[src/rtl/ptp_tod_pkg.sv]
// Package: shared widths, register offsets and constants for the time-of-day counter.
package ptp_tod_pkg;
    parameter int SEC_W     = 48;
    parameter int NS_W      = 30;
    parameter int INC_NS_W  = 8;
    parameter int FRAC_W    = 24;
    parameter int DATA_W    = 32;
    parameter int ADDR_W    = 3;
    localparam int SEC_LO_W = DATA_W;
    localparam int SEC_HI_W = SEC_W - SEC_LO_W;
    localparam int STEP_W   = INC_NS_W + 1;
    localparam int SIGN_BIT = DATA_W - 1;
    localparam longint unsigned NS_PER_SEC = 64'd1_000_000_000;

    typedef enum logic [ADDR_W-1:0] {
        REG_SEC_HI  = 3'd0,
        REG_SEC_LO  = 3'd1,
        REG_NSEC    = 3'd2,
        REG_STEP_NS = 3'd3,
        REG_STEP_FR = 3'd4,
        REG_OFFSET  = 3'd5
    } tod_reg_e;
endpackage

[src/rtl/ptp_step_regs.sv]
// Step registers: holds the active whole/fractional step and a staged fraction.
// Assumes: fraction write only stages; whole-step write commits both parts.
module ptp_step_regs
    import ptp_tod_pkg::*;
(
    input  logic                clk,
    input  logic                rst_n,
    input  logic                frac_wr,
    input  logic                whole_wr,
    input  logic [DATA_W-1:0]   wr_data,
    output logic [INC_NS_W-1:0] step_whole,
    output logic [FRAC_W-1:0]   step_frac,
    output logic [DATA_W-1:0]   frac_packed
);
    localparam int HI_PART = FRAC_W - 8;

    logic [FRAC_W-1:0] frac_stage;
    logic [FRAC_W-1:0] frac_unpacked;

    // Purpose: reassemble the fraction from its split register layout.
    always_comb begin
        frac_unpacked = {wr_data[HI_PART-1:0], wr_data[DATA_W-1:DATA_W-8]};
    end

    // Purpose: stage the fraction, commit both step parts on a whole-step write.
    always_ff @(posedge clk) begin
        if (!rst_n) begin
            frac_stage <= '0;
            step_whole <= '0;
            step_frac  <= '0;
        end else begin
            if (frac_wr) begin
                frac_stage <= frac_unpacked;
            end
            if (whole_wr) begin
                step_whole <= wr_data[INC_NS_W-1:0];
                step_frac  <= frac_stage;
            end
        end
    end

    // Purpose: present the active fraction in the same split layout for reads.
    always_comb begin
        frac_packed = '0;
        frac_packed[HI_PART-1:0]          = step_frac[FRAC_W-1:8];
        frac_packed[DATA_W-1:DATA_W-8]    = step_frac[7:0];
    end
endmodule

[src/rtl/ptp_frac_accum.sv]
// Fraction accumulator: adds the fraction each cycle; overflow lengthens the step by 1 ns.
// Assumes: runs every cycle; a zero fraction leaves the accumulator unchanged.
module ptp_frac_accum
    import ptp_tod_pkg::*;
(
    input  logic                clk,
    input  logic                rst_n,
    input  logic [INC_NS_W-1:0] step_whole,
    input  logic [FRAC_W-1:0]   step_frac,
    output logic [STEP_W-1:0]   step_ns
);
    logic [FRAC_W-1:0] acc;
    logic [FRAC_W:0]   acc_sum;

    // Purpose: form this cycle's sum and the effective nanosecond step.
    always_comb begin
        acc_sum = {1'b0, acc} + {1'b0, step_frac};
        step_ns = {1'b0, step_whole} + {{(STEP_W-1){1'b0}}, acc_sum[FRAC_W]};
    end

    // Purpose: keep the fractional remainder.
    always_ff @(posedge clk) begin
        if (!rst_n) begin
            acc <= '0;
        end else begin
            acc <= acc_sum[FRAC_W-1:0];
        end
    end
endmodule

[src/rtl/ptp_time_core.sv]
// Time core: seconds/nanoseconds counters with rollover, loads and one-shot offset.
// Assumes: at most one register write per cycle; a bus write beats the counter.
module ptp_time_core
    import ptp_tod_pkg::*;
(
    input  logic                clk,
    input  logic                rst_n,
    input  logic [STEP_W-1:0]   step_ns,
    input  logic                ns_wr,
    input  logic                sec_hi_wr,
    input  logic                sec_lo_wr,
    input  logic                ofs_wr,
    input  logic [DATA_W-1:0]   wr_data,
    output logic [SEC_W-1:0]    sec,
    output logic [NS_W-1:0]     ns,
    output logic                pps
);
    localparam logic [NS_W:0] BILLION = (NS_W+1)'(NS_PER_SEC);

    logic [SEC_HI_W-1:0] sec_hi_stage;
    logic [NS_W:0]       run_sum;
    logic                run_wrap;
    logic [NS_W-1:0]     run_ns;
    logic [NS_W:0]       ofs_mag;
    logic                ofs_neg;
    logic                ofs_ok;
    logic                ofs_take;
    logic [NS_W:0]       add_sum;
    logic                add_carry;
    logic                sub_borrow;
    logic [NS_W:0]       sub_res;
    logic [NS_W-1:0]     ofs_ns;

    // Purpose: normal stepping result and its wrap at one second.
    always_comb begin
        run_sum  = {1'b0, ns} + (NS_W+1)'(step_ns);
        run_wrap = (run_sum >= BILLION);
        run_ns   = run_wrap ? NS_W'(run_sum - BILLION) : run_sum[NS_W-1:0];
    end

    // Purpose: signed offset result with borrow or carry into seconds.
    always_comb begin
        ofs_mag    = {1'b0, wr_data[NS_W-1:0]};
        ofs_neg    = wr_data[SIGN_BIT];
        ofs_ok     = (ofs_mag < BILLION);
        ofs_take   = ofs_wr && ofs_ok;
        add_sum    = {1'b0, ns} + ofs_mag;
        add_carry  = (add_sum >= BILLION);
        sub_borrow = (ofs_mag > {1'b0, ns});
        sub_res    = sub_borrow ? ({1'b0, ns} + BILLION - ofs_mag)
                                : ({1'b0, ns} - ofs_mag);
        if (ofs_neg) begin
            ofs_ns = sub_res[NS_W-1:0];
        end else begin
            ofs_ns = add_carry ? NS_W'(add_sum - BILLION) : add_sum[NS_W-1:0];
        end
    end

    // Purpose: update nanoseconds from bus write, offset, or step (in that priority).
    always_ff @(posedge clk) begin
        if (!rst_n) begin
            ns <= '0;
        end else if (ns_wr) begin
            ns <= wr_data[NS_W-1:0];
        end else if (ofs_take) begin
            ns <= ofs_ns;
        end else begin
            ns <= run_ns;
        end
    end

    // Purpose: stage the seconds high half and load/advance the seconds.
    always_ff @(posedge clk) begin
        if (!rst_n) begin
            sec_hi_stage <= '0;
            sec          <= '0;
        end else begin
            if (sec_hi_wr) begin
                sec_hi_stage <= wr_data[SEC_HI_W-1:0];
            end
            if (sec_lo_wr) begin
                sec <= {sec_hi_stage, wr_data};
            end else if (ofs_take) begin
                if (ofs_neg && sub_borrow) begin
                    sec <= sec - 1'b1;
                end else if (!ofs_neg && add_carry) begin
                    sec <= sec + 1'b1;
                end
            end else if (!ns_wr && run_wrap) begin
                sec <= sec + 1'b1;
            end
        end
    end

    // Purpose: one-cycle pulse whenever seconds advance by a carry.
    always_ff @(posedge clk) begin
        if (!rst_n) begin
            pps <= 1'b0;
        end else if (sec_lo_wr || ns_wr) begin
            pps <= 1'b0;
        end else if (ofs_take) begin
            pps <= !ofs_neg && add_carry;
        end else begin
            pps <= run_wrap;
        end
    end
endmodule

[src/rtl/ptp_tod_counter.sv]
// Top: time-of-day counter with register write decode and read mux.
// Assumes: single write per cycle on wr_*; reads are combinational from rd_addr.
module ptp_tod_counter
    import ptp_tod_pkg::*;
(
    input  logic              clk,
    input  logic              rst_n,
    input  logic              wr_en,
    input  logic [2:0]        wr_addr,
    input  logic [31:0]       wr_data,
    input  logic [2:0]        rd_addr,
    output logic [31:0]       rd_data,
    output logic [47:0]       tod_sec,
    output logic [29:0]       tod_ns,
    output logic              pps_pulse
);
    logic [INC_NS_W-1:0] step_whole;
    logic [FRAC_W-1:0]   step_frac;
    logic [DATA_W-1:0]   frac_packed;
    logic [STEP_W-1:0]   step_ns;
    logic                wr_sec_hi, wr_sec_lo, wr_nsec, wr_whole, wr_frac, wr_ofs;

    // Purpose: decode the write offset into per-register strobes.
    always_comb begin
        wr_sec_hi = wr_en && (wr_addr == REG_SEC_HI);
        wr_sec_lo = wr_en && (wr_addr == REG_SEC_LO);
        wr_nsec   = wr_en && (wr_addr == REG_NSEC);
        wr_whole  = wr_en && (wr_addr == REG_STEP_NS);
        wr_frac   = wr_en && (wr_addr == REG_STEP_FR);
        wr_ofs    = wr_en && (wr_addr == REG_OFFSET);
    end

    ptp_step_regs u_step (
        .clk         (clk),
        .rst_n       (rst_n),
        .frac_wr     (wr_frac),
        .whole_wr    (wr_whole),
        .wr_data     (wr_data),
        .step_whole  (step_whole),
        .step_frac   (step_frac),
        .frac_packed (frac_packed)
    );

    ptp_frac_accum u_accum (
        .clk        (clk),
        .rst_n      (rst_n),
        .step_whole (step_whole),
        .step_frac  (step_frac),
        .step_ns    (step_ns)
    );

    ptp_time_core u_core (
        .clk       (clk),
        .rst_n     (rst_n),
        .step_ns   (step_ns),
        .ns_wr     (wr_nsec),
        .sec_hi_wr (wr_sec_hi),
        .sec_lo_wr (wr_sec_lo),
        .ofs_wr    (wr_ofs),
        .wr_data   (wr_data),
        .sec       (tod_sec),
        .ns        (tod_ns),
        .pps       (pps_pulse)
    );

    // Purpose: return the selected register on the read port.
    always_comb begin
        rd_data = '0;
        case (rd_addr)
            REG_SEC_HI:  rd_data[SEC_HI_W-1:0] = tod_sec[SEC_W-1:SEC_LO_W];
            REG_SEC_LO:  rd_data = tod_sec[SEC_LO_W-1:0];
            REG_NSEC:    rd_data[NS_W-1:0] = tod_ns;
            REG_STEP_NS: rd_data[INC_NS_W-1:0] = step_whole;
            REG_STEP_FR: rd_data = frac_packed;
            default:     rd_data = '0;
        endcase
    end
endmodule

[config.mk]
export PLATFORM = sky130hd
export DESIGN_NAME = ptp_tod_counter
export DESIGN_NICKNAME = d
export VERILOG_FILES = /design/src/rtl/ptp_tod_pkg.sv /design/src/rtl/ptp_step_regs.sv /design/src/rtl/ptp_frac_accum.sv /design/src/rtl/ptp_time_core.sv /design/src/rtl/ptp_tod_counter.sv
export SDC_FILE = /design/constraint.sdc
export NUM_CORES = 1
export LEC_CHECK = 0
export ABC_CLOCK_PERIOD_IN_PS = 6500
export CAP_MARGIN = 20
export CORE_AREA = 8 8 205 207
export CTS_CLUSTER_SIZE = 12
export DETAILED_ROUTE_END_ITERATION = 16
export DIE_AREA = 0 0 213 215
export GPL_ROUTABILITY_DRIVEN = 1
export PLACE_DENSITY = 0.76
export SYNTH_ARGS = -nofsm -noshare
export SYNTH_HDL_FRONTEND = slang
export SYNTH_HIERARCHICAL = 1
export SYNTH_SLANG_ARGS = --single-unit
export TNS_END_PERCENT = 100
[constraint.sdc]
create_clock -name clk -period 6.5 [get_ports clk]
set_input_delay 0.975 -clock clk [delete_from_list [all_inputs] [get_ports clk]]
set_output_delay 0.975 -clock clk [all_outputs]
set_load 0.1 [all_outputs]
# Word-level counts from Yosys, hierarchy flattened
# Index checks and enable logic that the tools add are counted.
[totals]
ff_bits = 175
out_inout_bits = 111
elab_cells = 68
[op_classes]
n_addsub = 11
order_cmp = 4
eq_ne = 10
mux = 16
bitwise = 1
reduce_logical = 18
[ops]
columns = ["cell", "count"]
rows = [
  ["$mux W48", 5],
  ["$mux W30", 6],
  ["$ge A31 B30 Y1 const B", 2],
  ["$sub A30 B30 Y30", 2],
  ["$sub A30 B30 Y30 const B", 2],
  ["$add A48 B1 Y48 const B", 1],
  ["$sub A48 B1 Y48 const B", 1],
  ["$pmux W14 S3", 1],
  ["$pmux W8 S5", 1],
  ["$pmux W8 S4", 1],
  ["$add A30 B30 Y31", 1],
  ["$add A30 B9 Y31", 1],
  ["$add A30 B30 Y30 const B", 1],
  ["$gt A30 B30 Y1", 1],
  ["$lt A30 B30 Y1 const B", 1],
  ["$add A24 B24 Y25", 1],
  ["$eq A3 B2 Y1 const B", 4],
  ["$logic_and A1 B1 Y1", 10],
  ["$add A8 B1 Y9", 1],
  ["$eq A3 B3 Y1 const B", 3],
  ["$eq A3 B1 Y1 const B", 2],
  ["$logic_not A3 Y1", 2],
  ["$ne A4 B3 Y1 const B", 1],
  ["$pmux W2 S2", 1],
  ["7 further kinds", 8],
]

# Longest topological paths before layout
# Gate-level depths: netlist of the first run.
[logic_depth]
ltp_word = 8
depth_mapped = 30

# Modules after synthesis
# Netlist of the first run, hierarchy kept.
[by_module_without_submodules]
columns = ["mod", "instances", "cells_each", "area_per_inst_um2"]
rows = [
  ["ptp_time_core", 1, 1915, 13620.6],
  ["ptp_step_regs", 1, 214, 2427.3],
  ["ptp_frac_accum", 1, 265, 2082.0],
  ["ptp_tod_counter", 1, 142, 979.7],
]

# Least setup slack after synthesis of the first run
# Ideal clock, no wire load.
[synth_path]
kind = "reg2reg"
startpoint = "register u_step.step_frac[0]"
endpoint = "register u_core.sec[16]"
setup_ns = 0.134
arrival_time_ns = 6.055
required_time_ns = 6.366
slack_ns = 0.312
path_stages_with_launch = 29
path_buffers = 3
cell_sequence = "dfxtp_1 -> buf_4 -> ha_1 -> fa_1 -> a21oi_2 -> o21ai_0 -> a22oi_1 -> o211ai_1 -> a21oi_1 -> o21ai_0 -> ha_1 -> ha_1 -> nand3_1 -> xnor2_1 -> ha_1 -> o21ai_0 -> a211oi_1 -> o21ai_1 -> or4_1 -> xor2_1 -> and2_0 -> a221o_1 -> o21ba_2 -> nand2_1 -> and3_1 -> clkbuf_1 -> clkbuf_1 -> a32oi_1 -> o32ai_1"
[synth_between]
elab_chain_cells = 7
[synth_lines]
columns = ["element", "line", "text"]
rows = [
  ["from (decl)", "ptp_step_regs.sv:12", "output logic [FRAC_W-1:0] step_frac,"],
  ["from (signal assigned)", "ptp_step_regs.sv:37", "step_frac <= frac_stage;"],
  ["$add A24 B24 Y25", "ptp_frac_accum.sv:17", "acc_sum = {1'b0, acc} + {1'b0, step_frac};"],
  ["$add A8 B1 Y9", "ptp_frac_accum.sv:18", "step_ns = {1'b0, step_whole} + {{(STEP_W-1){1'b0}}, acc_sum[FRAC_W]};"],
  ["net step_ns[6]", "ptp_tod_counter.sv:20", "logic [STEP_W-1:0] step_ns;"],
  ["$add A30 B9 Y31", "ptp_time_core.sv:36", "run_sum = {1'b0, ns} + (NS_W+1)'(step_ns);"],
  ["$ge A31 B30 Y1", "ptp_time_core.sv:37", "run_wrap = (run_sum >= BILLION);"],
  ["$logic_and A1 B1 Y1", "ptp_time_core.sv:89", "end else if (!ns_wr && run_wrap) begin"],
  ["$reduce_bool A3 Y1 (no line)", "n/a", ""],
  ["$reduce_and A2 Y1 (no line)", "n/a", ""],
  ["to (signal assigned)", "ptp_time_core.sv:85", "sec <= sec - 1'b1;"],
  ["to (signal assigned)", "ptp_time_core.sv:87", "sec <= sec + 1'b1;"],
  ["to (signal assigned)", "ptp_time_core.sv:90", "sec <= sec + 1'b1;"],
  ["to (decl)", "ptp_time_core.sv:14", "output logic [SEC_W-1:0] sec,"],
]
# The timed path passes the listed nets, and every way through them passes these cells.
# A chain may end at the register's enable or synchronous reset.

# Final worst setup path of the first run
[layout_path]
startpoint = "register u_step.step_frac[9]"
endpoint = "register u_core.ns[24]"
[layout_between]
elab_chain_cells = 7
elab_cells_between_ends = 8
cone_classes = "4 x add/sub; 1 x order compare; 3 x mux"
[layout_lines]
columns = ["element", "line", "text"]
rows = [
  ["$add A24 B24 Y25 (*)", "ptp_frac_accum.sv:17", ""],
  ["$add A8 B1 Y9 (*)", "ptp_frac_accum.sv:18", ""],
  ["net step_ns[4]", "ptp_tod_counter.sv:20", ""],
  ["$add A30 B9 Y31 (*)", "ptp_time_core.sv:36", ""],
  ["$sub A30 B30 Y30 or $ge A31 B30 Y1 (tied branches)", "ptp_time_core.sv:38, ptp_time_core.sv:37", ""],
  ["$mux W30 (*)", "ptp_time_core.sv:38", "run_ns = run_wrap ? NS_W'(run_sum - BILLION) : run_sum[NS_W-1:0];"],
  ["$mux W30 (*)", "ptp_time_core.sv:65", "end else if (ofs_take) begin"],
  ["$mux W30 (*)", "ptp_time_core.sv:63", "end else if (ns_wr) begin"],
  ["to (signal assigned)", "ptp_time_core.sv:64", "ns <= wr_data[NS_W-1:0];"],
  ["to (signal assigned)", "ptp_time_core.sv:66", "ns <= ofs_ns;"],
  ["to (signal assigned)", "ptp_time_core.sv:68", "ns <= run_ns;"],
  ["to (decl)", "ptp_time_core.sv:15", "output logic [NS_W-1:0] ns,"],
]
# Mark *: on every way through the listed nets, which the timed path passes. The rest lies on a longest branch.

==> metrics, run 1 <==
CTS Buf Count=17; asr flop ratio synth=0%; area grow syn2layout=16.6%; CTS clk-pin slew, worst paths=0.09 ns; CP top delay family=compound AO/OA/AOI/OAI gates; initial core utilization=between 40 and 50%; slowest stage delay, CP=~0.44 ns; top_reg_cell synth=dfxtp_1; CP Launch Type=flip-flop; first-pass GRT wire length=around 110000 um; DIE HEIGHT=~220 um; setup TNS=0 ns; DR vias/cell=between 6 and 7; Post-synth EDFFs=0; Final nets=between 2000 and 3000; Final Wtd Congestion=0.978; vias in the first global route=roughly 19000; multi-input logic area=~14000 um2; register area=~3500 um2; fin. max-slew vios=0; Synth area leader=dfxtp_1; R2R Setup Slk=approximately 0.12 ns; site row count=73; nature of the critical path endpoint=flip-flop; # setup viols final=0; worst clock skew=around 0.018 ns; Syn Std Cell Area=approximately 19000 um2; DRT antenna net count=0; fin crit period=approximately 6.4 ns; Synth Warn #=6; Slowest-stage cell, CP=o211ai_1; DR WL/cell=between 20 and 25 um; CTS Root Cell=clkbuf_16; Crit Path Class=reg2reg; Die X=about 210 um; core area=between 30000 and 40000 um2; CP max FO=8; post-synthesis cell count=2536; latest clock arrival within the worst-skew pair=between 0.4 and 0.5 ns; I/O Pins=~150; Die ar.=45800 um2; total gr overflow=0; initial antenna violation count=1; syn avg cell area=7.54 um2; Pre-antenna DRT Iters=6; Power Density=approximately 170 nW/um2; final core occ=between 50% and 60%; Slew headroom=26.4%; worst path bufs/invs=3; number of diodes=0; fin crit share=between 90% and 100%; # fillers=about 3800; DRC=0; CTS tree=done; CP arrival=roughly 6.8 ns; Peak Freq=157 MHz; top cells by count, synth=nand2_1 (218), nor2_1 (218), dfxtp_1 (175); CP required=between 6 and 7 ns; Final HPWL DP=a little under 60000 um; GRT Util Overall=a little under a third; Hold WC Path Type=reg2reg; CP dominant cell by count=buf_4; wirelength, routed=approximately 77000 um; Synth Register Bits=175; routed vias=about 21000; leakage power=8.51 nW; largest net degree at the start of global routing=around 120; Synth top area share=between 15 and 20%; final hold vios=0; sequential area share after synthesis=~18%; Least-Margin Pin Slew=about 1.1 ns; number of max-cap violations=0; 1st-iter DRT viols=~2800; # clock sinks=175; outcome=completed; H-tree depth=4; Netlist cell types=roughly 110; Max Root-Sink Buffers=2; ranking of synthesized cells by area=dfxtp_1 (18%), ha_1 (9.1%), xnor2_1 (4.6%); PortBufs=151; share of layout cells above drive strength 1=12.8%; peak supply drop=about 110 uV
[placed cells by master (no fill, tap or decap), types with 79 or more instances in the layout]
| cell | synthesis | routed |
|---|---|---|
| nor2_1 | 218 | 214 |
| buf_4 | 39 | 187 |
| ha_1 | 139 | 132 |
| inv_1 | 133 | 133 |
| nor2b_1 | 80 | 79 |
| clkdlybuf4s50_1 | 0 | 118 |
| a21oi_1 | 173 | 172 |
| nand2_1 | 218 | 217 |
| xnor2_1 | 101 | 101 |
| dfxtp_1 | 175 | 175 |
| nor3_1 | 84 | 79 |
| mux2i_1 | 83 | 83 |
| o21ai_0 | 100 | 97 |
[state kept, by name, summed over array words and instances, names as in the netlist]
name and flops:
u_core/sec 48, u_core/ns 30, u_accum/acc 24, u_step/frac_stage 24, u_step/step_frac 24, u_core/sec_hi_stage 16, u_step/step_whole 8, u_core/pps 1
[metrics by stage]
| step | setup slack, ns | area [um2] | hold slack [ns] | cells | power [mW] |
|---|---|---|---|---|---|
| after floorplan | 0.312 | 19100 | 0.460 | 2543 | 2.21 |
| after global placement | -0.0885 | 21400 | 0.475 | 3183 | 2.65 |
| after detailed placement | -0.150 | 21400 | 0.488 | 3183 | 2.66 |
| after CTS | 0.0164 | 22100 | 0.507 | 3215 | 3.75 |
| after global routing | -0.00271 | 22300 | 0.523 | 3221 | 3.94 |
| final | 0.119 | 22300 | 0.507 | 3221 | 3.79 |
[cell type report]
class / instances / share of cell area [%]
Clock buffer: 17 / 1.91
Clock inverter: 15 / 0.837
Inverter: 140 / 2.36
Multi-Input combinational cell: 2037 / 64.1
Sequential cell: 175 / 15.7
Tap cell: 525 / 2.95
Timing Repair Buffer: 312 / 12.1
[timing repair]
item	in CTS	in global routing
pin swaps	2	22
buffers inserted	0	3
setup endpoints to repair	54	69
hold buffers	0	0
resized for setup	5	33
[report_power, final]
| group | internal (mW) | switching [mW] |
|---|---|---|
| registers | 1.10 | 0.0651 |
| clock network | 0.557 | 0.547 |
| logic | 0.544 | 0.978 |
[layer usage]
layer	up-vias	global-route usage [%]	part of all wire (%)
li1	9545	-	-
met1	9927	43.5	43
met2	1169	48.1	43
met3	216	5.79	9.8
met4	2	13.4	4.5
met5	-	0	0.0013
[worst register-to-register path, delay by kind of cell (launching register included)]
| kind | cells | cell delay (ns) |
|---|---|---|
| simple gates | 7 | 1.43 |
| flops | 1 | 0.36 |
| compound gates | 11 | 2.32 |
| buf+inv | 3 | 0.52 |
| fa+ha+maj | 4 | 1.24 |
| xor+xnor | 2 | 0.45 |
[logic make-up after synthesis]
kind of cell | synth area share, %
AOI/OAI and AO/OA | 27.9
DFF | 18.3
xor gates and xnor gates | 6.46
buffers and inverters | 8.19
adders and majority gates | 11.3
and+or+nand+nor | 22.2
muxes | 5.57
other | 0.0196
[final timing paths]
path / start / end / cells after the start
setup reg to reg: u_step/step_frac[9] / u_core/ns[24] / 27
setup / recovery: u_step/step_frac[9] / u_core/ns[24] / 27
hold reg to reg: u_core/sec_hi_stage[5] / u_core/sec_hi_stage[5] / 2
hold / removal: u_core/sec_hi_stage[5] / u_core/sec_hi_stage[5] / 2
Power figures use the tool's default switching activity.
==> run 2: changes to the inputs <==
--- a/config.mk
+++ b/config.mk
@@ -7,12 +7,13 @@
 export LEC_CHECK = 0
 export ABC_CLOCK_PERIOD_IN_PS = 6500
 export CAP_MARGIN = 20
-export CORE_AREA = 8 8 205 207
+export CORE_AREA = 2 2 199 201
 export CTS_CLUSTER_SIZE = 12
 export DETAILED_ROUTE_END_ITERATION = 16
-export DIE_AREA = 0 0 213 215
+export DIE_AREA = 0 0 201 203
 export GPL_ROUTABILITY_DRIVEN = 1
 export PLACE_DENSITY = 0.76
+export SETUP_SLACK_MARGIN = 0.1
 export SYNTH_ARGS = -nofsm -noshare
 export SYNTH_HDL_FRONTEND = slang
 export SYNTH_HIERARCHICAL = 1
==> run 2 against run 1 <==
Compared with the run above: final area is 0.15% higher; highest routed layer is now met4; combinational power about the same; die area is 11% lower.
==> metrics, run 2 (synthesis gave the netlist of run 1 again) <==
commonest non-fill, non-tap cell in the layout=nand2_1; Final Wtd Congestion=0.962 (-1.6%); fin crit share=96.0% (-2.1 points); core area=38500 um2 (-1.4%); CTS Root Cell=clkbuf_16; DIE HEIGHT=203 um (-5.6%); CP required=6.86 ns (-0.03 ns); sequential share of power=31.3% (+0.6 points); Final nets=2883 (-0.035%); 1st-iter DRT viols=2399 (-14%); Register-to-Register Path Depth=27 (unchanged); Gate power share=40.9% (+0.7 points); PortBufs=151 (unchanged); initial antenna violation count=0 (-1); Final HPWL DP=57500 um (-1.5%); placed cell area=21400 um2 (-0.12%); # fillers=3627 (-3.6%); Die ar.=40800 um2 (-11%); wirelength, routed=75400 um (-1.6%); CTS tree=done; CP Launch Type=flip-flop; most frequent cells in the layout=nand2_1 (218), nor2_1 (214), buf_4 (188), dfxtp_1 (173), a21oi_1 (169); setup TNS=0 ns (unchanged); vias in the first global route=19100 (-1.4%); CTS clk-pin slew, worst paths=0.08 ns (about the same); peak supply drop=154 uV (+38%); worst clock skew=0.0115 ns (-0.00618 ns); RSZ-0062 raised after global routing=yes; Internal Pwr Total=2.15 mW (-2.2%); latest clock arrival within the worst-skew pair=0.45 ns (about the same); Crit Path Class=reg2reg; H-tree depth=4 (unchanged); largest net degree at the start of global routing=69 (-43%); share of layout cells above drive strength 1=13.2% (+0.45 points); area grow syn2layout=16.7%; fin. max-slew vios=0 (unchanged); # setup viols final=0 (unchanged); nature of the critical path endpoint=flip-flop; I/O Pins=152 (unchanged); DR WL/cell=23.5 um (-1.4%); total gr overflow=0 (unchanged); fin area=22300 um2 (+0.15%); hold bufs inserted after CTS=0 (unchanged); clock share of power=27.8% (-1.3 points); GRT Util Overall=35.4% (+3.6 points); DRT antenna net count=0 (unchanged); CP arrival=6.60 ns (-0.17 ns); dpl ws=-0.155 ns (-0.00508 ns); first-pass GRT wire length=113000 um (-1.4%); Hold WC Path Type=reg2reg; CP max FO=11 (+3); Power Density=167 nW/um2 (-1.9%); Sw Ratio=42.2% (+0.26 points); fin crit period=6.24 ns (-0.139 ns); # clock sinks=175 (unchanged); biggest registers after layout=u_core/sec x48, u_core/ns x30; CTS Buf Count=17 (unchanged); hold path depth=2 (unchanged); final hold vios=0 (unchanged); site row count=72 (-1.4%); Max Root-Sink Buffers=2 (unchanged); Peak Freq=160 MHz (+2.2%); Least-Margin Pin Slew=1.10 ns (+0.00369 ns); number of max-cap violations=0 (unchanged); Slew headroom=26.1% (-0.25 points); NetSw=1.57 mW (-1.1%); outcome=completed; DRC=0 (unchanged); DR vias/cell=6.50 (+0.43%); initial core utilization=49.7% (+0.68 points); Pre-antenna DRT Iters=7 (+1); Top reg by flops=u_core/sec; total power=3.73 mW (-1.7%); number of diodes=0 (unchanged); routed vias=20900 (+0.18%); fin worst setup slack=0.257 ns (+0.139 ns); leakage power=8.52 nW (+0.11%); Die X=201 um (-5.6%); number of flip-flops in the largest register=48 (unchanged)
run 2: critical path: stages (launching register included):
cell and delay, ns:
dfxtp_2 0.36, ha_4 0.15, fa_2 0.23, a21oi_2 0.07
o21ai_2 0.17, a22oi_2 0.10, o211ai_1 0.57, a21oi_2 0.15
o21ai_1 0.18, ha_2 0.25, nand3_2 0.12, nor2_1 0.14
xor2_1 0.24, ha_2 0.28, o21a_1 0.16, o21ai_1 0.09
or2_2 0.41, or3_4 0.39, o41ai_4 0.31, a41oi_2 0.07
a221o_1 0.44, o21bai_1 0.18, buf_4 0.18, buf_4 0.16
o211ai_1 0.15, o311ai_1 0.14, xnor2_1 0.15, a221oi_1 0.29
run 2: final timing paths:
| check | from | to | slack (ns) |
|---|---|---|---|
| max | u_step/step_frac[0] | u_core/ns[22] | 0.26 |
| min | u_core/sec_hi_stage[0] | u_core/sec_hi_stage[0] | 0.51 |
| max reg2reg | u_step/step_frac[0] | u_core/ns[22] | 0.26 |
| min reg2reg | u_core/sec_hi_stage[0] | u_core/sec_hi_stage[0] | 0.51 |
run 2: timing repair:
action                     in CTS  in global routing
gates resized for setup        10                 52
setup endpoints to repair      64                 70
pin swaps                       2                 23
buffers inserted                1                  5
run 2: area by class of cell:
class | instances | area, um2 | area share (%)
flip-flops and latches | 175 | 3510 | 15.7
inverters | 140 | 526 | 2.36
well taps | 518 | 648 | 2.91
repair buffers | 311 | 2660 | 11.9
multi-input cells | 2037 | 14400 | 64.5
clock inverters | 15 | 144 | 0.645
clock buffers | 17 | 425 | 1.91
run 2: metal layers:
metal	vias up	share of wire (%)	track usage, %
met5	-	0	0
met4	0	4.0	13.9
met3	168	9.6	5.84
met2	1213	44	54.7
met1	9972	43	49.0
li1	9544	-	-
run 2: per-stage QoR:
stage / util, % / cells / hold slack, ns
finish: 58.0 / 3213 / 0.509
global route: 58.0 / 3213 / 0.542
CTS: 57.3 / 3208 / 0.506
detailed placement: 55.7 / 3175 / 0.491
global placement: 55.6 / 3174 / 0.476
floorplan: - / 2543 / 0.460
run 2: power groups by stage:
stage / clock, mW / combinational, mW / sequential, mW
CTS: 1.04 / 1.48 / 1.16
global route: 1.08 / 1.63 / 1.17
global placement: 0 / 1.45 / 1.19
detailed placement: 0 / 1.47 / 1.19
finish: 1.04 / 1.53 / 1.16
floorplan: 0 / 0.919 / 1.29
